--- src/rtl/strobe_watchdog.sv ---
module strobe_watchdog #(
  parameter int TICK_W = 16
) (
  input  logic              clk,
  input  logic              arst_n,
  input  logic              strobe_in,
  input  logic              sup_rst_n,
  input  logic [TICK_W-1:0] window_ticks,
  output logic              fault_n
);

  logic [2:0]        smp;
  logic [TICK_W-1:0] cnt;
  logic [TICK_W-1:0] last_tick;
  logic              kick;
  logic              expire;

  always_ff @(posedge clk or negedge arst_n)
    if (!arst_n) smp <= '0;
    else         smp <= {smp[1:0], strobe_in};

  assign kick      = smp[2] ^ smp[1];
  assign last_tick = (window_ticks == '0) ? '0 : window_ticks - 1'b1;
  assign expire    = (cnt >= last_tick);

  always_ff @(posedge clk or negedge arst_n)
    if (!arst_n) begin
      cnt     <= '0;
      fault_n <= 1'b1;
    end else if (!sup_rst_n || kick) begin
      cnt     <= '0;
      fault_n <= 1'b1;
    end else if (fault_n) begin
      if (expire) fault_n <= 1'b0;
      else        cnt     <= cnt + 1'b1;
    end

  a_r5_reset_holds_high: assert property (@(posedge clk) disable iff (!arst_n)
    !sup_rst_n |=> fault_n);

  a_r4_kick_clears: assert property (@(posedge clk) disable iff (!arst_n)
    (sup_rst_n && kick) |=> fault_n);

  a_r3_fault_latches: assert property (@(posedge clk) disable iff (!arst_n)
    (sup_rst_n && !kick && !fault_n) |=> !fault_n);

  a_r2_fall_needs_expiry: assert property (@(posedge clk) disable iff (!arst_n)
    (sup_rst_n && !kick && fault_n && !expire) |=> fault_n);

  a_r9_kick_beats_expiry: assert property (@(posedge clk) disable iff (!arst_n)
    (sup_rst_n && kick && expire) |=> (fault_n && cnt == '0));

endmodule

--- config.mk ---
export PLATFORM = sky130hd
export DESIGN_NAME = strobe_watchdog
export DESIGN_NICKNAME = d
export VERILOG_FILES = /design/src/rtl/strobe_watchdog.sv
export SDC_FILE = /design/constraint.sdc
export NUM_CORES = 1
export LEC_CHECK = 0
export ABC_AREA = 1
export BUFFER_PORTS_ARGS = -buffer_cell sky130_fd_sc_hd__buf_2
export CAP_MARGIN = 20
export CORE_MARGIN = 10
export CORE_UTILIZATION = 51
export DETAILED_ROUTE_END_ITERATION = 8
export PLACE_DENSITY = 0.72
export SYNTH_ARGS = -nofsm -noshare
export SYNTH_HDL_FRONTEND = slang
export SYNTH_SLANG_ARGS = --single-unit
--- constraint.sdc ---
create_clock -name clk -period 2.3 [get_ports clk]
set_clock_uncertainty 0.1 [all_clocks]
set_input_delay 0.345 -clock clk [delete_from_list [all_inputs] [get_ports clk]]
set_output_delay 0.345 -clock clk [all_outputs]
set_load 0.02 [all_outputs]
## After elaboration in Yosys (flattened, before gate mapping)

Index checks and enable logic that the tools add are counted.

| cells by class | value |
|---|---|
| equal/unequal tests | 1 |
| mux-type cells | 7 |
| $add $sub $neg | 2 |
| reduce and logical (&&, ||, !) cells | 5 |
| bitwise logic cells | 1 |
| shifts and indexed selects | 0 |
| $lt $le $gt $ge | 1 |
| div/mod/pow operators | 0 |
| multipliers | 0 |

Operator list:

| cell | number |
|---|---|
| 16-bit two-way mux | 4 |
| 16-bit by 1-bit adder with 16-bit output, second input constant | 1 |
| 16-bit greater-or-equal comparator | 1 |
| 16-bit logical NOT | 1 |
| 16-bit by 1-bit subtractor with 16-bit output, second input constant | 1 |
| 1-bit two-way mux | 3 |
| 2-bit by 1-bit != test with 1-bit output, second input constant | 1 |
| 2-bit AND reduction | 1 |
| 2-bit nonzero test | 1 |
| 1-bit logical NOT | 1 |
| 1-bit logical OR | 1 |
| 1-bit XOR | 1 |

| word-level totals | value |
|---|---|
| memory bits (writable) | 0 |
| word-level logic and storage cells | 20 |
| latch bits | 0 |
| flip-flop bits (word level) | 20 |
| output and inout bits | 1 |
| ROM bits | 0 |
| memories | 0 |

## Longest topological paths before layout

Gate-level depths: netlist (run 1).

| depth | value |
|---|---|
| word-level depth | 6 |
| gate-level depth with buffers | 18 |
| gate-level depth less buffers | 17 |

## Worst setup path before layout (run 1)

No wires, ideal clock.

| path | value |
|---|---|
| kind | input to register |
| start | input port window_ticks[0] |
| end | register cnt[7] |
| arrival time | 2.368 ns |
| required time | 2.083 ns |
| setup time | 0.117 ns |
| setup slack | -0.286 ns |
| stages | 17 |
| cells stage by stage | inv_1 > ha_1 > nand4_2 > nor2_1 > nand2_1 > o21ai_0 > nand3_1 > ha_1 > nand2_1 > inv_2 > nand3_1 > a21oi_2 > nor2_4 > nand2_4 > buf_12 > nand3_2 > nand2_1 |

| between the ends | value |
|---|---|
| word-level cells in the longest chain between the ends | 5 |
| elaborated cells on any way between the ends | 6 |
| classes of those cells | 1 x add/sub; 1 x order compare; 1 x eq/ne; 1 x mux; 2 x reduce/logical |

RTL lines:

| what | RTL line | RTL |
|---|---|---|
| from (decl) | 8 | `input logic [TICK_W-1:0] window_ticks,` |
| 16-bit by 1-bit subtractor with 16-bit output or 16-bit logical NOT (tied branches) | 23 | `assign last_tick = (window_ticks == '0) ? '0 : window_ticks - 1'b1;` |
| 16-bit two-way mux (*) | 23 |  |
| 16-bit greater-or-equal comparator (*) | 24 | `assign expire = (cnt >= last_tick);` |
| 2-bit by 1-bit != test with 1-bit output (no source line) (*) | -- |  |
| 2-bit AND reduction (no source line) (*) | -- |  |
| to (signal assigned) | 35 | `else cnt <= cnt + 1'b1;` |
| to (decl) | 13 | `logic [TICK_W-1:0] cnt;` |

Every way passes the cells marked *; elsewhere a longest branch is shown, timed or not.
A chain may end at the register's enable or synchronous reset.

## Worst setup path in the final report (run 1)

| path | value |
|---|---|
| start | input port window_ticks[8] |
| end | register cnt[6] |

Same word-level chain as after synthesis.

==> summary by stage, run 1 <==
Status
The flow ran to the end, but the final reports show violations. The checks that failed: negative setup slack.

Die
The number of I/O pins is 21. The chip width is 84.96 um. The starting utilization of the core area is 53.42%. The floorplan step set the die height to 84.96 um.

The total area inside the core boundary comes to 4029 um^2. After floorplanning, the core was divided into 23 placement rows. The overall die area is 7218 um^2.

Critical path
Data arrives at the worst endpoint at 2.50 ns. The critical path goes through buf_8 -> buf_12 -> nor2_4 -> nand2_2 -> nor3_4 -> nand3_2 -> xnor2_2 -> nand2_4 -> ha_4 -> nand2_2 -> inv_2 -> nand3_4 -> nor2_2 -> nand2_4 -> clkbuf_16 -> nand4_1 -> nand2_1. The worst reg2reg path endpoint is cnt[6]$_DFFE_PN0P_. The nature of the critical path endpoint is a flop.

On the worst path, the slowest cell contributes a delay of 0.27 ns. Of all nets on the critical path, the largest fanout is 7. The critical register-to-register path startpoint is cnt[7]$_DFFE_PN0P_. Setup slack on the worst reg-to-reg path comes out at 0.33 ns. On the critical path, the stage with the largest delay is an instance of sky130_fd_sc_hd__ha_4. Following the worst setup path forward leads to its endpoint at cnt[6]$_DFFE_PN0P_. The category of the most critical setup path is in -> reg. The critical path launch point is window_ticks[8]. The worst register-to-register path has a depth of 11. The type of origin of the critical path is a primary input.

Data on the critical path is required at its endpoint by 2.35 ns.

Global route
The first global-routing pass estimated 9011 um of wire. Entering global routing, the biggest net connects 34 pins. The initial antenna violation count is 0. The leftover overflow at the end of global routing is 0. The via count of the first global-routing pass is 2,155. Global routing used 14.29% of the available tracks.

Clock network
CTS built an H-tree with a depth of 1. The clock-pin slew reported for the worst setup and hold paths after clock tree synthesis is 0.07 ns. Clock tree synthesis inserted a total of 3 buffers. The maximum clock path buffer count is 2. The TritonCTS sink count is 20. The clock root buffer master is sky130_fd_sc_hd__clkbuf_8. The worst-skew pair later-pin latency is 0.27 ns.

The CTS tree is built.

Layout
The number of filler instances in the final layout is 301. The share of cells above drive strength 1 is 38.92%. The final cell count without fillers is 420. Once layout is done, the placed cells without fillers occupy 3058 um^2. The repair_antennas step left the layout with diodes totalling 0.

The final layout net count is 410. The layout overhead on the synthesized area is 42.09%.

Pwr
The power density of the placed cells is 275.8 nW/um^2. The fraction of power spent switching nets is 28.02%. The clock network burns 32.2% of the power.

The overall power after layout is 843.4 uW. Summed over all cells, the static leakage comes to 0.001622 uW. Combinational logic burns 25.0% of the power. The total net switching power is 236.3 uW. Per report_power, the sequential group accounts for 42.8% of the total. VDD sags by at most 0.0003725 V. The internal power is 607.0 uW.

Synthesis
The unique cell type count in the Yosys netlist is 33. Measured against the total synthesized area, the mux share comes to 0%. Counting flops and latches in the post-synthesis netlist gives 20.

The total nets after synthesis is 347. The area fraction in and, or, nand and nor cells after synthesis is 47.15%. The synthesized area divided by synthesized cell count is 6.987 um^2. Summing the sequential cell areas from Yosys gives 23.31% of the chip area. The dominant combinational cell family by area after synthesis is simple AND/OR/NAND/NOR gates. Summing the areas of all compound-gate instances in the mapped netlist gives 2.558% of the synthesized area. The cell count after synthesis came out at 308. In this run, synthesis inferred 0 flip-flops with an integrated enable. The post-synthesis instance area is 2152 um^2.

The adder-cell share of the synthesized area is 11.05%. The async set or reset register ratio after synthesis is 100.0%. After Yosys synthesis, XOR and XNOR cells account for 5.698% of the synthesized area. For this run, the number of Yosys warnings is 0. In the synthesized netlist the dominant register cell turns out to be sky130_fd_sc_hd__dfrtp_1.

Routing
The remaining design rule violation count is 0. For this block, the initial DRC count from the detailed router was 205. The overall via count from detail_route is 2,272. The vias per cell is 5.410. After detailed routing, the average wire length per cell comes to 13.90 um. The number of detailed-route iterations in the first pass is 5. The residual antenna-violating net count after detailed routing is 0. Wires add up to 5838 um.

Place
In this run the tool buffered the top-level ports with 20 buffer cells. The final HPWL from detailed placement is 3804 um. After detailed placement, the design holds a cell count of 405. Once placement finished, the instance area stood at 2681 um^2. The final estimated routing congestion in global placement is 0.8313.

STA
The portion of the clock cycle consumed by the worst path in the final layout is 106.7%. Setup repair after global routing could not meet its margin everywhere. The final count of negative-setup-slack endpoints is 16. The worst path setup slack after routing is -0.1542 ns.

The hold slack is 0.08540 ns. Derived from the worst setup path, the maximum achievable clock frequency is 0.4075 GHz. The worst relative slew slack is 69.57%.

For the pin with the worst max-slew slack, the measured transition is 0.4565 ns. The total count of max-transition violations in the final report was 0. The aggregate negative setup slack is -1.943 ns. The hold violation count in the final report came to 0. The smallest clock period supported by the final layout is computed as 2.454 ns.

Worst hold path
The tightest min-delay check is of the in -> reg type. The number of cells on the worst hold path is 1.

Run
The tool flagged a number of max-cap violations equal to 0.
layer usage:
| metal | routed length, um | part of all wire (%) | global-route usage, % | vias up |
|---|---|---|---|---|
| li1 | - | - | - | 1141 |
| met1 | 2487 | 43 | 16.53 | 1040 |
| met2 | 2909 | 50 | 25.95 | 72 |
| met3 | 319 | 5.5 | 2.868 | 19 |
| met4 | 122 | 2.1 | 3.593 | 0 |
| met5 | 0 | 0 | 0 | - |
how the worst min path moves through the flow:
| stage | from | end |
|---|---|---|
| CTS | strobe_in | smp[0]$_DFF_PN0_ |
| global route | strobe_in | smp[0]$_DFF_PN0_ |
| global placement | arst_n | cnt[12]$_DFFE_PN0P_ |
| detailed placement | arst_n | cnt[12]$_DFFE_PN0P_ |
| finish | strobe_in | smp[0]$_DFF_PN0_ |
| floorplan | arst_n | cnt[0]$_DFFE_PN0P_ |
repair_timing:
action,in CTS,in global routing
gates cloned,0,4
pin swaps,7,19
buffers inserted,0,6
hold buffers,1,0
setup endpoints to repair,17,17
gates resized for setup,14,24
endpoints found under the hold margin,19,0
area by class of cell:
| class | instances | area (um^2) | share of cell area [%] |
|---|---|---|---|
| tap | 50 | 62.56 | 2.046 |
| timing repair buffer | 64 | 531.8 | 17.39 |
| sequential | 20 | 501.7 | 16.41 |
| inverter | 43 | 175.2 | 5.728 |
| multi-input combinational | 239 | 1732 | 56.63 |
| clock buffer | 4 | 55.05 | 1.800 |
state kept, by name, summed over array words and instances, names as in the netlist:
signal / cells
cnt: 16
fault_n: 1
smp: 3
cell usage in the layout (no fill, tap or decap), types with 10 or more instances in the layout:
cell / n
sky130_fd_sc_hd__nand3_1: 21
sky130_fd_sc_hd__nand4_1: 23
sky130_fd_sc_hd__nand2_2: 10
sky130_fd_sc_hd__nand3_2: 15
sky130_fd_sc_hd__xor2_1: 11
sky130_fd_sc_hd__buf_2: 20
sky130_fd_sc_hd__nor2_1: 18
sky130_fd_sc_hd__dfrtp_1: 19
sky130_fd_sc_hd__inv_1: 37
sky130_fd_sc_hd__ha_1: 11
sky130_fd_sc_hd__buf_4: 32
sky130_fd_sc_hd__nand2_1: 77
worst max-delay path: cells and delay by family:
family                     cells  cell delay, ns
and+or+nand+nor               11            1.19
buffers and inverters          4            0.50
adders and majority gates      1            0.27
xor gates and xnor gates       1            0.21
synthesized netlist by cell type, types with 2 or more instances:
cell                      count  share of area (%)
sky130_fd_sc_hd__inv_2        2               0.35
sky130_fd_sc_hd__a21oi_1      4               0.93
sky130_fd_sc_hd__inv_1       41                7.2
sky130_fd_sc_hd__ha_1        19                 11
sky130_fd_sc_hd__nand2_2      3               0.87
sky130_fd_sc_hd__nand3_1     26                6.0
sky130_fd_sc_hd__or2_2        3               0.87
sky130_fd_sc_hd__nand3_2     13                6.0
sky130_fd_sc_hd__nand4_2      2                1.2
sky130_fd_sc_hd__xnor2_1      3                1.2
sky130_fd_sc_hd__xor2_1      11                4.5
sky130_fd_sc_hd__o21ai_0      2               0.47
sky130_fd_sc_hd__nor2_1      24                4.2
sky130_fd_sc_hd__nand2_4      2                1.0
sky130_fd_sc_hd__nand4_1     23                6.7
sky130_fd_sc_hd__nor2_2       5                1.5
sky130_fd_sc_hd__nand2_1     87                 15
sky130_fd_sc_hd__nor2_4       2                1.0
sky130_fd_sc_hd__dfrtp_1     19                 22
sky130_fd_sc_hd__buf_2        4               0.93
power groups by stage:
stage                     registers [uW]  logic [uW]  clock network [uW]
after floorplan                      366        98.9                   0
after global placement               368         185                   0
after detailed placement             368         188                   0
after CTS                            361         197                 269
after global routing                 361         235                 289
final                                361         211                 271
logic make-up after synthesis:
group | count (synthesis)
simple gates | 196
buf+inv | 50
flops | 20
fa+ha+maj | 19
xor+xnor | 14
compound gates | 9
per-stage QoR:
stage,util [%],worst slack [ns]
6_report,75.90,-0.1542
5_1_grt,75.90,-0.2589
4_1_cts,69.94,-0.06178
3_5_place_dp,66.55,-0.4695
3_3_place_gp,66.55,-0.4416
2_1_floorplan,-,-0.08065
Note: power is estimated with default switching activity, not from simulation.
==> run 2, diff against run 1 <==
==> constraint.sdc (replaced) <==
create_clock -name clk -period 2.6 [get_ports clk]
set_clock_uncertainty 0.1 [all_clocks]
set_input_delay 0.39 -clock clk [delete_from_list [all_inputs] [get_ports clk]]
set_output_delay 0.39 -clock clk [all_outputs]
set_load 0.02 [all_outputs]
==> summary by stage, run 2 (synthesis results as in run 1) <==
Critical path
The type of origin of the critical path is a primary input (unchanged). The critical path data arrival time is 2.56 ns (was 2.50 ns). The required time at the worst-slack endpoint is 2.66 ns (was 2.35 ns).

Cells along the critical path: buf_2 -> nor2_2 -> nand2_2 -> nor3_4 -> nand3_2 -> xnor2_1 -> nand2_1 -> ha_4 -> nand2_2 -> inv_2 -> o21ai_2 -> nand3_2 -> nor2_4 -> nand2_4 -> nand3_1 -> nand2_1 (was buf_8 -> buf_12 -> nor2_4 -> nand2_2 -> nor3_4 -> nand3_2 -> xnor2_2 -> nand2_4 -> ha_4 -> nand2_2 -> inv_2 -> nand3_4 -> nor2_2 -> nand2_4 -> clkbuf_16 -> nand4_1 -> nand2_1). The highest-delay cell along the critical path is sky130_fd_sc_hd__nor2_4 (was sky130_fd_sc_hd__ha_4). The largest delay contributor family on the critical path was simple AND/OR/NAND/NOR gates (unchanged). The longest individual stage delay on the worst path is 0.29 ns (was 0.27 ns).

The worst-path maximum fanout is 8 (was 7). The nature of the critical path endpoint was a flop (unchanged). The total buffers and inverters traversed by the critical path is 2 (was 4). The category of the most critical setup path is in -> reg (unchanged).

Die
The overall die area is 7218 um^2 (unchanged). The starting utilization of the core area came to 53.42% (unchanged). The number of I/O pins is 21 (unchanged). The die span in y is 84.96 um (unchanged). The area of the core is 4029 um^2 (unchanged). The number of placement rows is 23 (unchanged).

The chip width is 84.96 um (unchanged).

Clock network
The total number of H-tree levels came to 1 (unchanged). The TritonCTS sink count is 20 (unchanged). The clock-pin slew reported for the worst setup and hold paths after clock tree synthesis is 0.07 ns (about the same). The maximum clock path buffer count is 2 (unchanged).

The buffers inserted during post-CTS setup optimization is 0 (unchanged). The worst-skew pair later-pin latency was 0.26 ns (was 0.27 ns). The total CTS buffers is 3 (unchanged). The CTS tree is built (unchanged). The clock root buffer master is sky130_fd_sc_hd__clkbuf_8 (unchanged).

Routing
The vias per cell is 5.115 (was 5.410). The residual antenna-violating net count after detailed routing was 0 (unchanged). The average detailed-routed wire length per instance is 12.42 um (was 13.90 um). The number of detailed-route iterations in the first pass came to 4 (was 5). The total wirelength of the detailed-routed design was 5092 um (was 5838 um). The remaining design rule violation count is 0 (unchanged). The overall via count from detail_route was 2,097 (was 2,272). The number of DRC markers after the initial detailed-route iteration is 153 (was 205).

Status
Status: finished, final reports clean (was complete, but fails checks).

STA
The portion of the clock cycle consumed by the worst path in the final layout is 96.14%. For the finished layout, the period the worst path requires is 2.500 ns. The slew at the pin with the worst max-slew slack came to 0.4516 ns (was 0.4565 ns). Derived from the worst setup path, the maximum achievable clock frequency is 0.4001 GHz.

The total count of max-transition violations in the final report came to 0 (unchanged). The worst path setup slack after routing is 0.1004 ns (was -0.1542 ns). The hold violation count in the final report is 0 (unchanged).

The final count of negative-setup-slack endpoints was 0 (was 16). The worst relative slew slack is 69.89% (was 69.57%).

Layout
Registers with the most flip-flops: cnt: 16 flops, smp: 3 flops, fault_n: 1 flops (unchanged). The final layout net count is 400 (was 410). The area of all placed cells without fillers was 2715 um^2 (was 3058 um^2). The top register by number of flip-flops was cnt (unchanged). The number of diodes added for antenna fixing is 0 (unchanged). Most frequent cells in the layout: 85 x sky130_fd_sc_hd__nand2_1, 40 x sky130_fd_sc_hd__inv_1, 29 x sky130_fd_sc_hd__buf_4 (was 77 x sky130_fd_sc_hd__nand2_1, 37 x sky130_fd_sc_hd__inv_1, 32 x sky130_fd_sc_hd__buf_4). The number of flip-flops in the largest register is 16 (unchanged).

The leading cell type in the layout, fill and taps excluded is sky130_fd_sc_hd__nand2_1 (unchanged). The share of cells above drive strength 1 is 31.11% (was 38.92%). The layout overhead on the synthesized area came to 26.16% (was 42.09%).

Place
The total placed instance area came to 2510 um^2 (was 2681 um^2). The final estimated routing congestion in global placement is 0.8730 (was 0.8313). The final HPWL from detailed placement is 3934 um (was 3804 um). The count of buffers inserted at the top-level ports is 20 (unchanged). The worst setup timing slack at the placement stage is -0.1679 ns (was -0.4695 ns).

Run
The max-cap check violation count is 0 (unchanged).

Pwr
The power density of the placed cells is 263.1 nW/um^2 (was 275.8 nW/um^2). The peak ir drop on the vdd network was 0.0002543 V (was 0.0003725 V). The static leakage was 0.001515 uW (was 0.001622 uW). The overall power after layout is 714.4 uW (was 843.4 uW).

Global route
The first-pass GRT wire length is 8562 um (was 9011 um). The leftover overflow at the end of global routing was 0 (unchanged). The via count of the first global-routing pass is 2,043 (was 2,155).

The combined global-route utilization of all metal layers is 13.64% (was 14.29%). The largest net degree at the start of global routing is 34 (unchanged). The initial antenna violation count came to 0 (unchanged).

Worst hold path
The classification of the worst-slack hold path is in -> reg (unchanged).
## run 2: changes by cell type in the layout (fill, tap and decap cells not counted), moves of 4 or more
| cell | before | now |
|---|---|---|
| sky130_fd_sc_hd__ha_4 | 8 | 4 |
| sky130_fd_sc_hd__nand2_1 | 77 | 85 |
| sky130_fd_sc_hd__ha_1 | 11 | 15 |
| sky130_fd_sc_hd__nand2_2 | 10 | 5 |
## run 2: where the power goes
group / switching, uW / internal [uW] / total [uW]
clock: 105 / 135 / 240
sequential: 3.55 / 315 / 319
combinational: 86.0 / 69.7 / 156
total: 194 / 520 / 714
## run 2: worst paths after layout
path                               startpoint                   to  slack (ns)  cells after the start
setup / recovery              window_ticks[4]  cnt[13]$_DFFE_PN0P_        0.10                     16
hold / removal                      strobe_in     smp[0]$_DFF_PN0_        0.13                      1
setup reg to reg           cnt[9]$_DFFE_PN0P_  cnt[13]$_DFFE_PN0P_        0.64                      9
hold reg to reg              smp[0]$_DFF_PN0_     smp[1]$_DFF_PN0_        0.25                      0
max in group asynchronous              arst_n    fault_n$_DFF_PN1_        1.56                      2
min in group asynchronous              arst_n  cnt[14]$_DFFE_PN0P_        0.50                      2
## run 2: what timing repair did
| action | CTS | global route |
|---|---|---|
| endpoints found under the setup margin | 0 | 16 |
| hold buffers | 1 | 0 |
| endpoints found under the hold margin | 19 | 0 |
| resized for setup | 0 | 24 |
## run 2: per-layer routing
layer	vias to the layer above	part of all wire, %	global-route usage [%]	routed length [um]
li1	1109	-	-	-
met1	950	46	16.69	2335
met2	31	49	23.57	2478
met3	7	4.3	2.581	218
met4	0	1.2	3.743	59
met5	-	0	0	0
## run 2: stage by stage
step                      hold slack, ns  TNS [ns]  cells  util (%)
after global placement            0.2360    -1.663    404     62.30
after CTS                         0.1299         0    409     63.91
after detailed placement          0.2403    -2.452    404     62.30
after global routing              0.1212   -0.3408    410     67.39
final                             0.1315         0    410     67.39
after floorplan                -0.005591         0    308         -
## run 2: cell type report
cell class | count | area [um^2]
Tap cell | 50 | 62.56
Sequential cell | 20 | 501.7
Multi-Input combinational cell | 239 | 1562
Clock buffer | 4 | 55.05
Timing Repair Buffer | 54 | 372.9
Inverter | 43 | 161.4
Fill cell | 350 | 1314
==> run 3, diff against run 2 <==
--- a/config.mk
+++ b/config.mk
@@ -11,7 +11,7 @@
 export CORE_MARGIN = 10
 export CORE_UTILIZATION = 51
 export DETAILED_ROUTE_END_ITERATION = 8
-export PLACE_DENSITY = 0.72
+export PLACE_DENSITY = 0.7
 export SYNTH_ARGS = -nofsm -noshare
 export SYNTH_HDL_FRONTEND = slang
 export SYNTH_SLANG_ARGS = --single-unit
==> summary by stage, run 3 (synthesis results as in run 1) <==
Status
Status: finished, final reports clean (unchanged).

Global route
The leftover overflow at the end of global routing is 0 (unchanged). The first-pass GRT wire length is 8583 um (was 8562 um). The largest net degree at the start of global routing is 34 (unchanged). The combined global-route utilization of all metal layers is 13.55% (was 13.64%). The initial antenna violation count is 0 (unchanged).

The via count of the first global-routing pass is 2,053 (was 2,043).

Pwr
The sequential power share is 45.4% (was 44.6%). The clock share of power was 34.4% (was 33.6%). The static leakage is 0.001503 uW (was 0.001515 uW). The overall power after layout was 702.1 uW (was 714.4 uW). The internal power is 513.2 uW (was 520.0 uW). The total net switching power is 188.9 uW (was 194.4 uW).

The fraction of power spent switching nets is 26.90% (was 27.22%). The power density of the placed cells is 267.0 nW/um^2 (was 263.1 nW/um^2). The peak ir drop on the vdd network is 0.0002452 V (was 0.0002543 V).

The combinational share of power is 20.2% (was 21.8%).

STA
The worst relative slew slack is 68.71% (was 69.89%). The final critical-path required period was 2.435 ns (was 2.500 ns). The final count of negative-setup-slack endpoints is 0 (unchanged). The aggregate negative setup slack is 0 ns (unchanged). Setup repair after global routing could not meet its margin everywhere. The fmax is 0.4106 GHz (was 0.4001 GHz). The total count of max-transition violations in the final report came to 0 (unchanged). The portion of the clock cycle consumed by the worst path in the final layout is 93.66% (was 96.14%). The worst path setup slack after routing is 0.1648 ns (was 0.1004 ns).

The slew at the pin with the worst max-slew slack was 0.4693 ns (was 0.4516 ns). The hold violation count in the final report is 0 (unchanged).

Routing
The total wirelength of the detailed-routed design was 4959 um (was 5092 um). The number of detailed-route iterations in the first pass is 4 (unchanged). The average detailed-routed wire length per instance is 12.15 um (was 12.42 um). The remaining design rule violation count is 0 (unchanged). The vias per cell was 5.074 (was 5.115). The residual antenna-violating net count after detailed routing came to 0 (unchanged). The overall via count from detail_route is 2,070 (was 2,097). The number of DRC markers after the initial detailed-route iteration is 104 (was 153).

Critical path
The critical register-to-register path startpoint is cnt[11]$_DFFE_PN0P_ (was cnt[9]$_DFFE_PN0P_). The required time at the worst-slack endpoint is 2.65 ns (was 2.66 ns). Cells along the critical path: buf_2 -> inv_1 -> buf_4 -> nand2_2 -> nor3_4 -> nand3_1 -> xnor2_1 -> nand2_1 -> ha_4 -> nand2_1 -> inv_2 -> nand3_2 -> nor2_2 -> nand2_4 -> buf_4 -> nand4_1 -> nand2_1 (was buf_2 -> nor2_2 -> nand2_2 -> nor3_4 -> nand3_2 -> xnor2_1 -> nand2_1 -> ha_4 -> nand2_2 -> inv_2 -> o21ai_2 -> nand3_2 -> nor2_4 -> nand2_4 -> nand3_1 -> nand2_1). The cell with the most instances on the worst path is sky130_fd_sc_hd__nand2_1. The worst setup slack for register-to-register paths is 0.71 ns (was 0.64 ns). The type of origin of the critical path is a primary input (unchanged). The longest individual stage delay on the worst path was 0.28 ns (was 0.29 ns).

The worst reg2reg path endpoint is cnt[6]$_DFFE_PN0P_ (was cnt[13]$_DFFE_PN0P_). The worst-path maximum fanout is 9 (was 8). The depth of the most critical reg-to-reg path came to 8 (was 9).

The critical path data arrival time is 2.49 ns (was 2.56 ns). The nature of the critical path endpoint is a flop (unchanged). The category of the most critical setup path is in -> reg (unchanged).

The largest delay contributor family on the critical path is simple AND/OR/NAND/NOR gates (unchanged). The highest-delay cell along the critical path was sky130_fd_sc_hd__ha_4 (was sky130_fd_sc_hd__nor2_4). The total buffers and inverters traversed by the critical path is 5 (was 2).

Clock network
The clock-pin slew reported for the worst setup and hold paths after clock tree synthesis was 0.08 ns (was 0.07 ns). The total number of H-tree levels is 1 (unchanged). The worst-skew pair later-pin latency came to 0.26 ns (about the same). The clock root buffer master is sky130_fd_sc_hd__clkbuf_8 (unchanged).

The total CTS buffers was 3 (unchanged). The maximum clock path buffer count was 2 (unchanged). The CTS tree is built (unchanged). The TritonCTS sink count was 20 (unchanged).

Place
The total placed instance area is 2472 um^2 (was 2510 um^2). The final estimated routing congestion in global placement is 0.8209 (was 0.8730). The count of buffers inserted at the top-level ports was 20 (unchanged). The worst setup timing slack at the placement stage is -0.1438 ns (was -0.1679 ns). The final HPWL from detailed placement is 3785 um (was 3934 um). The total instance count after detailed placement is 399 (was 404).

Layout
The final layout net count is 398 (was 400). The leading cell type in the layout, fill and taps excluded is sky130_fd_sc_hd__nand2_1 (unchanged). The layout overhead on the synthesized area was 22.21% (was 26.16%). The area of all placed cells without fillers is 2630 um^2 (was 2715 um^2).

The top register by number of flip-flops was cnt (unchanged). The number of diodes added for antenna fixing is 0 (unchanged). The number of filler instances in the final layout is 375 (was 350).

The final cell count without fillers is 408 (was 410). The area of the multi-input gates came to 1491 um^2 (was 1562 um^2). The combined flip-flop and latch cell area is 501.7 um^2 (unchanged). Registers with the most flip-flops: cnt: 16 flops, smp: 3 flops, fault_n: 1 flops (unchanged). Most frequent cells in the layout: 87 x sky130_fd_sc_hd__nand2_1, 41 x sky130_fd_sc_hd__inv_1, 27 x sky130_fd_sc_hd__buf_4 (was 85 x sky130_fd_sc_hd__nand2_1, 40 x sky130_fd_sc_hd__inv_1, 29 x sky130_fd_sc_hd__buf_4).

The share of cells above drive strength 1 is 28.21% (was 31.11%). The number of flip-flops in the largest register was 16 (unchanged).

Worst hold path
The number of cells on the worst hold path is 1 (unchanged). The startpoint of the worst hold path is strobe_in (unchanged). The worst hold path endpoint is smp[0]$_DFF_PN0_ (unchanged). The classification of the worst-slack hold path is in -> reg (unchanged).

Die
The die span in y is 84.96 um (unchanged). The number of placement rows is 23 (unchanged). The area of the core is 4029 um^2 (unchanged). The chip width is 84.96 um (unchanged). The starting utilization of the core area is 53.42% (unchanged). The number of I/O pins was 21 (unchanged). The overall die area is 7218 um^2 (unchanged).

Run
The max-cap check violation count is 0 (unchanged).
## run 3: layer usage
layer | GRT usage (%) | vias up | part of all wire (%)
li1 | - | 1102 | -
met1 | 16.59 | 944 | 46
met2 | 24.05 | 22 | 51
met3 | 2.677 | 2 | 3.1
met4 | 2.096 | 0 | 0.28
met5 | 0 | - | 0
## run 3: worst max path at each step
stage	depth (start not counted)	startpoint	to	slack (ns)
2_1_floorplan	17	window_ticks[0]	cnt[7]$_DFFE_PN0P_	0.003
3_3_place_gp	16	window_ticks[9]	cnt[1]$_DFFE_PN0P_	-0.08
3_5_place_dp	17	window_ticks[1]	cnt[15]$_DFFE_PN0P_	-0.14
4_1_cts	17	window_ticks[1]	cnt[15]$_DFFE_PN0P_	0.12
5_1_grt	17	window_ticks[0]	cnt[10]$_DFFE_PN0P_	-0.008
6_report	17	window_ticks[0]	cnt[7]$_DFFE_PN0P_	0.16
## run 3: power groups by stage
stage                     Clock [uW]  Sequential [uW]  Combinational (uW)
after floorplan                    0              324                73.7
after global placement             0              325                 135
after detailed placement           0              325                 139
after CTS                        247              319                 141
after global routing             261              320                 162
final                            241              319                 142
## run 3: final cells by class
cell class                 count  share of cell area (%)
multi-input combinational    239                   56.71
sequential                    20                   19.08
timing repair buffer          52                   13.61
inverter                      43                   6.137
tap                           50                   2.379
clock buffer                   4                   2.093
## run 3: repair_timing
| action | CTS | global route |
|---|---|---|
| setup buffers | 0 | 3 |
| gates resized for setup | 0 | 12 |
| hold buffers | 1 | 0 |
| endpoints found under the hold margin | 19 | 0 |
| setup endpoints to repair | 0 | 17 |
## run 3: worst register-to-register path, stage by stage, from the launching register on
cell and delay [ns]:
sky130_fd_sc_hd__dfrtp_1 0.47, sky130_fd_sc_hd__ha_1 0.36, sky130_fd_sc_hd__a21oi_2 0.19, sky130_fd_sc_hd__a21oi_2 0.09, sky130_fd_sc_hd__nor2_4 0.18, sky130_fd_sc_hd__buf_4 0.15
sky130_fd_sc_hd__nand2_4 0.10, sky130_fd_sc_hd__nand3_2 0.08, sky130_fd_sc_hd__nand2_1 0.05
## run 3: metrics by stage
stage	util (%)	hold WS (ns)
after floorplan	-	-0.005591
after global placement	61.37	0.2347
after detailed placement	61.37	0.2420
after CTS	62.98	0.1290
after global routing	65.28	0.1254
final	65.28	0.1319
